--- src/rtl/qdec_pkg.sv ---
package qdec_pkg;

   // Source select encoding: bit2 = enable, bit1 = port B, bit0 = upper nibble
   typedef enum logic [2:0] {
      SRC_OFF   = 3'b000,
      SRC_A_LO  = 3'b100,
      SRC_A_HI  = 3'b101,
      SRC_B_LO  = 3'b110,
      SRC_B_HI  = 3'b111
   } qd_src_e;

   typedef enum logic [1:0] {
      DIR_NONE = 2'b00,
      DIR_UP   = 2'b01,
      DIR_DOWN = 2'b10
   } qd_dir_e;

   // Position of an {I,Q} pair in the forward Gray cycle 00,10,11,01
   function automatic logic [1:0] gray_pos(input logic [1:0] iq);
      case (iq)
         2'b00:   gray_pos = 2'd0;
         2'b10:   gray_pos = 2'd1;
         2'b11:   gray_pos = 2'd2;
         default: gray_pos = 2'd3;
      endcase
   endfunction

   function automatic qd_dir_e gray_dir(input logic [1:0] prev, input logic [1:0] cur);
      logic [1:0] d;
      d = gray_pos(cur) - gray_pos(prev);
      case (d)
         2'd1:    gray_dir = DIR_UP;
         2'd3:    gray_dir = DIR_DOWN;
         default: gray_dir = DIR_NONE;   // no change or illegal double step
      endcase
   endfunction

endpackage

--- src/rtl/qdec_tick.sv ---
module qdec_tick #(
   parameter int TC_W = 8
) (
   input  logic            clk,
   input  logic            rst_n,
   input  logic [TC_W-1:0] tc,
   output logic            tick
);
   localparam int CW = TC_W + 1;

   logic [CW-1:0] cnt_q;

   assign tick = (cnt_q == '0);

   // Period is 2*(tc+1) clocks: reload with 2*tc+1
   always_ff @(posedge clk or negedge rst_n) begin
      if (!rst_n)      cnt_q <= '0;
      else if (tick)   cnt_q <= {tc, 1'b1};
      else             cnt_q <= cnt_q - 1'b1;
   end

   AST_TICK_SPACED: assert property (@(posedge clk) disable iff (!rst_n)
      tick |=> !tick);

endmodule

--- src/rtl/qdec_glitch.sv ---
module qdec_glitch #(
   parameter int HOLD = 2
) (
   input  logic clk,
   input  logic rst_n,
   input  logic tick,
   input  logic load,
   input  logic din,
   output logic dout
);
   localparam int HW = $clog2(HOLD + 1);

   logic [HW-1:0] run_q;

   generate
      if (HOLD < 2) begin : g_bad_hold
         $error("qdec_glitch: HOLD must be at least 2");
      end
   endgenerate

   always_ff @(posedge clk or negedge rst_n) begin
      if (!rst_n) begin
         dout  <= 1'b0;
         run_q <= '0;
      end else if (load) begin
         dout  <= din;
         run_q <= '0;
      end else if (tick) begin
         if (din == dout) begin
            run_q <= '0;
         end else if (run_q == HW'(HOLD - 1)) begin
            dout  <= din;
            run_q <= '0;
         end else begin
            run_q <= run_q + 1'b1;
         end
      end
   end

   AST_FLT_PACED: assert property (@(posedge clk) disable iff (!rst_n)
      (!tick && !load) |=> $stable(dout));

   AST_FLT_FIRST_SAMPLE: assert property (@(posedge clk) disable iff (!rst_n)
      (tick && !load && run_q == '0) |=> $stable(dout));

endmodule

--- src/rtl/qdec_channel.sv ---
module qdec_channel
   import qdec_pkg::*;
#(
   parameter int CNT_W    = 10,
   parameter int NARROW_W = 8,
   parameter int PORT_W   = 8,
   parameter int HOLD     = 2
) (
   input  logic              clk,
   input  logic              rst_n,
   input  logic              tick,
   input  logic [2:0]        src,
   input  logic              wide,
   input  logic              clr,
   input  logic [PORT_W-1:0] pa,
   input  logic [PORT_W-1:0] pb,
   output logic [CNT_W-1:0]  cnt,
   output logic              ovf_evt,
   output logic              unf_evt
);
   localparam int NIB = 4;
   localparam logic [CNT_W-1:0] MASK_N = CNT_W'((1 << NARROW_W) - 1);

   logic [2:0]       src_q;
   logic             resync;
   logic             enabled;
   logic [PORT_W-1:0] port_sel;
   logic [NIB-1:0]   nib;
   logic [1:0]       raw_iq, flt_iq, prev_iq;
   logic [CNT_W-1:0] mask, cnt_q;
   qd_dir_e          dir;

   generate
      if (PORT_W != 2 * NIB) begin : g_bad_port
         $error("qdec_channel: PORT_W must hold two nibbles");
      end
   endgenerate

   assign enabled  = src[2];
   assign resync   = (src != src_q);
   assign port_sel = src[1] ? pb : pa;
   assign nib      = src[0] ? port_sel[2*NIB-1:NIB] : port_sel[NIB-1:0];
   // Disabled: feed the filter its own output so it holds
   assign raw_iq   = enabled ? {nib[1], nib[0]} : flt_iq;

   for (genvar b = 0; b < 2; b++) begin : g_flt
      qdec_glitch #(.HOLD(HOLD)) i_flt (
         .clk  (clk),
         .rst_n(rst_n),
         .tick (tick),
         .load (resync),
         .din  (raw_iq[b]),
         .dout (flt_iq[b])
      );
   end

   always_ff @(posedge clk or negedge rst_n) begin
      if (!rst_n) begin
         src_q   <= 3'b000;
         prev_iq <= 2'b00;
      end else begin
         src_q   <= src;
         prev_iq <= resync ? raw_iq : flt_iq;
      end
   end

   always_comb begin
      dir = gray_dir(prev_iq, flt_iq);
      if (!enabled || resync) dir = DIR_NONE;
   end

   assign mask    = wide ? '1 : MASK_N;
   assign ovf_evt = !clr && (dir == DIR_UP)   && ((cnt_q & mask) == mask);
   assign unf_evt = !clr && (dir == DIR_DOWN) && ((cnt_q & mask) == '0);

   always_ff @(posedge clk or negedge rst_n) begin
      if (!rst_n)                 cnt_q <= '0;
      else if (clr)               cnt_q <= '0;
      else if (dir == DIR_UP)     cnt_q <= (cnt_q + 1'b1) & mask;
      else if (dir == DIR_DOWN)   cnt_q <= (cnt_q - 1'b1) & mask;
      else                        cnt_q <= cnt_q & mask;
   end

   assign cnt = cnt_q;

   AST_ONE_STEP: assert property (@(posedge clk) disable iff (!rst_n)
      !clr |=> (!$stable(wide) || cnt_q == $past(cnt_q)
                || cnt_q == (($past(cnt_q) + 1'b1) & mask)
                || cnt_q == (($past(cnt_q) - 1'b1) & mask)));

   AST_OFF_FROZEN: assert property (@(posedge clk) disable iff (!rst_n)
      (!enabled && !clr) |=> (!$stable(wide) || $stable(cnt_q)));

   AST_NARROW_RANGE: assert property (@(posedge clk) disable iff (!rst_n)
      !wide |=> (wide || (cnt_q & ~MASK_N) == '0));

endmodule

--- src/rtl/qdec_top.sv ---
module qdec_top
   import qdec_pkg::*;
#(
   parameter int CNT_W    = 10,
   parameter int NARROW_W = 8,
   parameter int TC_W     = 8,
   parameter int PORT_W   = 8,
   parameter int SYNC_N   = 2,
   parameter int HOLD     = 2
) (
   input  logic              clk,
   input  logic              rst_n,
   input  logic [PORT_W-1:0] port_a,
   input  logic [PORT_W-1:0] port_b,
   input  logic [2:0]        reg_addr,
   input  logic              reg_wr,
   input  logic              reg_rd,
   input  logic [7:0]        reg_wdata,
   output logic [7:0]        reg_rdata,
   output logic              irq
);
   localparam int N_CH  = 2;
   localparam int ST_W  = 2 * N_CH;
   localparam int HI_W  = CNT_W - NARROW_W;
   localparam logic [2:0] A_CSR = 3'd0, A_CFG = 3'd1, A_TC = 3'd2;

   generate
      if (NARROW_W != 8)                 begin : g_bad_nw  $error("qdec_top: NARROW_W must be 8");  end
      if (HI_W < 1 || HI_W > 8)          begin : g_bad_cw  $error("qdec_top: CNT_W out of range"); end
      if (TC_W < 1 || TC_W > 8)          begin : g_bad_tc  $error("qdec_top: TC_W out of range");  end
      if (SYNC_N < 2)                    begin : g_bad_sy  $error("qdec_top: SYNC_N must be >= 2"); end
   endgenerate

   // Input synchronisers
   logic [PORT_W-1:0] sa [SYNC_N];
   logic [PORT_W-1:0] sb [SYNC_N];

   always_ff @(posedge clk or negedge rst_n) begin
      if (!rst_n) begin
         for (int s = 0; s < SYNC_N; s++) begin
            sa[s] <= '0;
            sb[s] <= '0;
         end
      end else begin
         sa[0] <= port_a;
         sb[0] <= port_b;
         for (int s = 1; s < SYNC_N; s++) begin
            sa[s] <= sa[s-1];
            sb[s] <= sb[s-1];
         end
      end
   end

   // Registers
   logic [6:0]      cfg_q;
   logic [TC_W-1:0] tc_q;
   logic [ST_W-1:0] st_q, evt;
   logic            csr_rd, csr_wr, tick;
   logic [CNT_W-1:0] cnt [N_CH];

   assign csr_rd = reg_rd && (reg_addr == A_CSR);
   assign csr_wr = reg_wr && (reg_addr == A_CSR);

   always_ff @(posedge clk or negedge rst_n) begin
      if (!rst_n) begin
         cfg_q <= '0;
         tc_q  <= '0;
      end else if (reg_wr) begin
         if (reg_addr == A_CFG) cfg_q <= reg_wdata[6:0];
         if (reg_addr == A_TC)  tc_q  <= reg_wdata[TC_W-1:0];
      end
   end

   qdec_tick #(.TC_W(TC_W)) i_tick (
      .clk  (clk),
      .rst_n(rst_n),
      .tc   (tc_q),
      .tick (tick)
   );

   for (genvar c = 0; c < N_CH; c++) begin : g_ch
      qdec_channel #(
         .CNT_W   (CNT_W),
         .NARROW_W(NARROW_W),
         .PORT_W  (PORT_W),
         .HOLD    (HOLD)
      ) i_ch (
         .clk    (clk),
         .rst_n  (rst_n),
         .tick   (tick),
         .src    (cfg_q[3*c +: 3]),
         .wide   (cfg_q[6]),
         .clr    (csr_wr),
         .pa     (sa[SYNC_N-1]),
         .pb     (sb[SYNC_N-1]),
         .cnt    (cnt[c]),
         .ovf_evt(evt[2*c]),
         .unf_evt(evt[2*c+1])
      );
   end

   // Sticky wrap flags: a new event wins over a clearing read
   always_ff @(posedge clk or negedge rst_n) begin
      if (!rst_n)       st_q <= '0;
      else if (csr_rd)  st_q <= evt;
      else              st_q <= st_q | evt;
   end

   assign irq = |st_q;

   always_comb begin
      reg_rdata = '0;
      case (reg_addr)
         3'd0: reg_rdata = 8'(st_q);
         3'd1: reg_rdata = {1'b0, cfg_q};
         3'd2: reg_rdata = 8'(tc_q);
         3'd3: reg_rdata = cnt[0][7:0];
         3'd4: reg_rdata = 8'(cnt[0][CNT_W-1:NARROW_W]);
         3'd5: reg_rdata = cnt[1][7:0];
         3'd6: reg_rdata = 8'(cnt[1][CNT_W-1:NARROW_W]);
         default: reg_rdata = '0;
      endcase
   end

   AST_WRAP_RAISES_IRQ: assert property (@(posedge clk) disable iff (!rst_n)
      (|evt) |=> irq);

   AST_READ_CLEARS: assert property (@(posedge clk) disable iff (!rst_n)
      (csr_rd && !(|evt)) |=> (!irq && st_q == '0));

endmodule

--- config.mk ---
export PLATFORM = sky130hd
export DESIGN_NAME = qdec_top
export DESIGN_NICKNAME = d
export VERILOG_FILES = /design/src/rtl/qdec_pkg.sv /design/src/rtl/qdec_tick.sv /design/src/rtl/qdec_glitch.sv /design/src/rtl/qdec_channel.sv /design/src/rtl/qdec_top.sv
export SDC_FILE = /design/constraint.sdc
export NUM_CORES = 1
export LEC_CHECK = 0
export CAP_MARGIN = 30
export CORE_ASPECT_RATIO = 0.6
export CORE_MARGIN = 1
export CORE_UTILIZATION = 29
export CTS_CLUSTER_DIAMETER = 120
export DETAILED_ROUTE_END_ITERATION = 6
export PLACE_DENSITY = 0.45
export SLEW_MARGIN = 0
export SYNTH_ARGS = -nofsm -noshare
export SYNTH_HDL_FRONTEND = slang
export SYNTH_SLANG_ARGS = --single-unit
--- constraint.sdc ---
create_clock -name clk -period 3.85 [get_ports clk]
set_clock_uncertainty 0.2 [all_clocks]
set_input_delay 0.77 -clock clk [delete_from_list [all_inputs] [get_ports clk]]
set_output_delay 0.77 -clock clk [all_outputs]
set_load 0.05 [all_outputs]
## After elaboration in Yosys (flattened, before gate mapping)

Cells that the tools add are included.

- Input bits: 31
- Output and inout port bits: 9
- Bits in read-only memories: 0
- Bits in latches: 0
- Memories kept: 0
- Bits in writable memories: 0
- Flip-flop bits (word level): 94

- $lt $le $gt $ge: 0
- Multipliers: 0
- Add/sub/neg operators: 11
- Mux-type cells: 58
- Shifts and indexed selects: 0
- Eq/ne operators: 38
- Div/mod/pow operators: 0
- Bitwise operators: 7
- Reduce and logical (&&, ||, !) cells: 36

Operators by type and width:

| cell | count |
|---|---|
| 10-bit two-way mux | 7 |
| 10-bit bitwise AND | 6 |
| 8-bit one-hot mux with 7 select lines | 1 |
| 2-bit two-way mux | 24 |
| 2-bit == test (second input constant) | 12 |
| 2-bit one-hot mux with 3 select lines | 4 |
| 10-bit by 1-bit adder with 10-bit output (second input constant) | 2 |
| 10-bit == test | 2 |
| 10-bit zero test | 2 |
| 10-bit by 1-bit subtractor with 10-bit output (second input constant) | 2 |
| 2-bit by 1-bit == test with 1-bit output (second input constant) | 8 |
| 1-bit two-way mux | 16 |
| 6-bit two-way mux | 2 |
| 3-bit AND reduction | 4 |
| 2-bit nonzero test | 6 |
| 1-bit logical AND | 10 |
| 3-bit == test (second input constant) | 3 |
| 9-bit zero test | 1 |
| 9-bit two-way mux | 1 |
| 9-bit by 1-bit subtractor with 9-bit output (second input constant) | 1 |
| 2-bit by 1-bit adder with 2-bit output (second input constant) | 4 |
| 2-bit zero test | 4 |
| 2-bit by 1-bit inequality test with 1-bit output (second input constant) | 4 |
| 2-bit one-hot mux with 2 select lines | 2 |
| other kinds (12) | 22 |

## Longest topological paths before layout

- Word-level depth: 11
- Gate-level depth with buffers: 8

## Cells and area by module

Synthesis repeated with hierarchy kept, for this count alone.

- Cell total of the unflattened synthesis: 456
- Area total of the unflattened synthesis: 5273.8 sq um

Modules (own cells, without submodules):

| module | cells each | times used | seq. area each (sq um) | area each (sq um) |
|---|---|---|---|---|
| qdec_top | 123 | 1 | 1276.2 | 1893.1 |
| qdec_channel at g_ch[1].i_ch | 115 | 1 | 375.4 | 1114.8 |
| qdec_channel at g_ch[0].i_ch | 110 | 1 | 375.4 | 1097.3 |
| qdec_glitch | 15 | 4 | 75.1 | 162.7 |
| qdec_tick | 48 | 1 | 225.2 | 518.0 |

## Least setup slack after synthesis

OpenSTA, ideal clock, no wires.

- Kind: input port to output port
- Start point: input reg_addr[0]
- End point: output reg_rdata[2]
- Arrival: 2.454 ns
- Stages: 4
- Setup slack: 0.426 ns
- Cell sequence: buf_1 -> mux4_2 -> inv_1 -> o21ai_0

- Word-level cells in the longest chain between the ends: 2
- Elaborated cells between the ends (all ways): 8

Ends and longest elaborated chain:

| what | RTL line | text |
|---|---|---|
| start: declaration | qdec_top.sv:15 | `input logic [2:0] reg_addr,` |
| 3-bit == test, or another cell as far along | qdec_top.sv:113 | `case (reg_addr)` |
| 8-bit one-hot mux with 7 select lines * | qdec_top.sv:113 |  |
| end: declaration | qdec_top.sv:19 | `output logic [7:0] reg_rdata,` |

Mark *: on every way between the ends. The rest lies on a longest branch, timed or not.

## Worst setup path after layout

- Start point: input reg_addr[1]
- End point: output reg_rdata[4]

Same word-level chain as after synthesis.

==> impl_metrics.csv <==
group,metric,value,unit
outcome,status,"completed",
timing,fmax,0.286,GHz
power_and_ir_drop,power_frac_seq,36.9,%
timing,rsz0062_at_grt,"no",
die,coreArea,14800,um2
clock_tree,worstSkewPairLatency,0.35,ns
power_and_ir_drop,p_sw,1.56,mW
logic_synthesis,seq_area_frac_synth,48.3,%
worst_setup_path,critical_path_required,2.88,ns
routing,via_per_inst,4.85,
logic_synthesis,ys_types,52,
final_layout,layout-drive-gt1-share,20.0,%
routing,vias,3143,
worst_setup_path,cp_num_buf_inv,4,
final_layout,instances_no_fill,648,
power_and_ir_drop,p_leak,2.27,nW
placed_design,hpwl,7770,um
final_layout,final_cell_area,5400,um2
global_route,grtUsageTotal,14.7,%
clock_tree,clock_sinks,86,
routing,first_pass_iters,5,
timing,tns,0,ns
placed_design,gp_congestion,0.805,
timing,slew_viol_final,0,
die,die_width,162,um
clock_tree,cts-root-buf,"clkbuf_16",
global_route,grt_overflow,0,
timing,maxSlewHeadroom,53.7,%
clock_tree,hold_buffers,0,
logic_synthesis,yosys-top-cells-count,"86 x dfrtp_1, 44 x nor2_1, 28 x mux2_2, 21 x xnor2_1",
worst_setup_path,crit_path_end_kind,"output port",
worst_setup_path,crit_slowest_cell,"clkdlybuf4s50_1",
die,die-area,15900,um2
final_layout,nFillCells,1456,
die,die_h,98.0,um
clock_tree,postCtsResizedCells,0,
run,maxCapViolations,0,
worst_setup_path,critical_path_arrival,2.53,ns
clock_tree,path_clk_slew,0.07,ns
timing,hold_viol_final,0,
routing,drt_iter0_drc,246,
worst_setup_path,critPathKind,"in2out",
logic_synthesis,synthArstFlopShare,100,%
final_layout,seq_area,2150,um2
placed_design,numPortBuffers,31,
die,row_count,34,
power_and_ir_drop,combPwrFrac,40.3,%
timing,fin_crit_sh,91.0,%
global_route,grt_pass1_vias,3059,
final_layout,multiInputGateArea,2160,um2
power_and_ir_drop,power.internal,2.32,mW
worst_setup_path,cp_max_fo,9,
timing,worst_pin_slew,0.694,ns
logic_synthesis,synth.avg_cell_area,11.0,um2
logic_synthesis,netlist.area_leader.share,48.3,%
power_and_ir_drop,powerDensity,721,nW/um2
global_route,grt_pass1_wl,17500,um
global_route,grt_max_degree,51,
clock_tree,cts_buffers,9,
placed_design,dpl.cell_count,631,
logic_synthesis,dominantRegCellSynth,"dfrtp_1",
clock_tree,clockBufferDepth,2,
routing,routedWlPerCell,16.3,um
clock_tree,cts_tree,"built",
routing,post-route-drc-count,0,
die,initial_core_util,30.2,%
logic_synthesis,synth_seq_cells,86,
worst_setup_path,critPathMaxStageDelay,0.68,ns
worst_setup_path,path_cells,"clkdlybuf4s50_1, buf_4, nor2b_1, a22oi_1, o21ai_0, buf_4, buf_12",
power_and_ir_drop,irDropWorstVdd,0.250,mV
logic_synthesis,ys.warnings.count,0,
placed_design,postPlaceCellArea,5090,um2
logic_synthesis,syn_inst,405,
worst_setup_path,cp_common_cell,"buf_4",
clock_tree,post-cts-setup-buffers,0,
worst_setup_path,crit_path_start_kind,"input pin",
routing,finalWirelength,10600,um
clock_tree,htreeDepth,3,
global_route,antenna_found_initial,0,
min_path,hold_path.class,"reg2reg",
timing,setup_violations,0,
power_and_ir_drop,switching_share,40.2,%
worst_setup_path,critical-path-top-delay-family,"buffers and inverters",
logic_synthesis,synth_most_common_cell,"dfrtp_1",
logic_synthesis,netlist_area,4460,um2
timing,fin_crit,3.50,ns
final_layout,nNetsFinal,482,
logic_synthesis,synth_edf_count,0,
logic_synthesis,netlist_top_cells_area,"dfrtp_1 48%, mux2_2 7.1%, xnor2_1 4.1%",
die,pin_count,40,
final_layout,area_delta_synth_final,21.1,%
power_and_ir_drop,clkPwrFrac,22.8,%
logic_synthesis,syn_nets,443,
routing,final_antenna_net_count,0,
logic_synthesis,yosysTopAreaCell,"dfrtp_1",
## per-stage QoR
| stage | hold WS (ns) | power (mW) | setup WS [ns] | util, % |
|---|---|---|---|---|
| after detailed placement | 0.139 | 3.02 | 0.309 | 34.5 |
| after floorplan | 0.131 | 2.57 | 0.426 | - |
| after global placement | 0.136 | 3.01 | 0.280 | 34.5 |
| final | 0.153 | 3.89 | 0.348 | 36.6 |
| after global routing | 0.166 | 4.19 | 0.167 | 36.5 |
| after CTS | 0.156 | 3.93 | 0.308 | 36.5 |
## final cells by class
class | count | share of cell area (%)
clock buffer | 9 | 4.17
timing repair buffer | 46 | 8.81
sequential | 86 | 39.9
inverter | 16 | 1.11
tap | 198 | 4.59
antenna | 1 | 0.0464
clock inverter | 7 | 1.41
multi-input combinational | 285 | 40.0
## final timing paths
| check | startpoint | slack (ns) | to | depth (start not counted) |
|---|---|---|---|---|
| setup / recovery | reg_addr[1] | 0.35 | reg_rdata[4] | 7 |
| hold / removal | sa[13] | 0.15 | sa[5] | 0 |
| setup reg to reg | g_ch[1].i_ch.g_flt[0].i_flt.dout | 1.35 | st_q[2] | 5 |
| hold reg to reg | sa[13] | 0.15 | sa[5] | 0 |
| max in group asynchronous | rst_n | 2.41 | tc_q[6] | 2 |
| min in group asynchronous | rst_n | 0.25 | i_tick.cnt_q[0] | 1 |
## state kept, by name (all words and copies together) (netlist names)
register,flops
cfg_q,7
g_ch.i_ch.cnt,20
g_ch.i_ch.g_flt.i_flt.dout,4
g_ch.i_ch.g_flt.i_flt.run_q,8
g_ch.i_ch.prev_iq,4
g_ch.i_ch.src_q,6
i_tick.cnt_q,9
sa,8
sb,8
st_q,4
tc_q,8
## layer usage
layer	up-vias	share of wire, %	global-route usage, %
met2	61	40	19.6
li1	1526	-	-
met4	0	0.97	3.70
met5	-	0	0
met3	11	5.0	3.61
met1	1545	54	23.2
## cell usage in the layout, fill, tap and decap left out, types with 7 or more instances in the layout
| cell | count |
|---|---|
| inv_1 | 16 |
| nand4_1 | 10 |
| nor4_1 | 7 |
| clkdlybuf4s50_1 | 22 |
| ha_1 | 7 |
| a21oi_1 | 8 |
| nand3_1 | 15 |
| nor3_1 | 13 |
| nand2_1 | 17 |
| dfrtp_1 | 86 |
| buf_4 | 18 |
| xnor2_1 | 21 |
| clkbuf_16 | 9 |
| o21ai_0 | 17 |
| mux2_2 | 28 |
| nor2_1 | 44 |
| nor3b_1 | 9 |
| xor2_1 | 17 |
## power groups by stage
stage	sequential (mW)	clock (mW)	combinational (mW)
final	1.44	0.886	1.57
after global routing	1.48	0.956	1.75
after CTS	1.44	0.917	1.57
after detailed placement	1.45	0	1.57
after global placement	1.45	0	1.56
after floorplan	1.32	0	1.25
## kinds of logic after synthesis
| family | Yosys count | synth area share [%] |
|---|---|---|
| mux | 39 | 12.0 |
| xor+xnor | 42 | 9.71 |
| buf+inv | 34 | 3.40 |
| simple gates | 142 | 16.6 |
| compound gates | 55 | 8.06 |
| flops | 86 | 48.3 |
| fa+ha+maj | 7 | 1.97 |
Power figures use the tool's default switching activity.
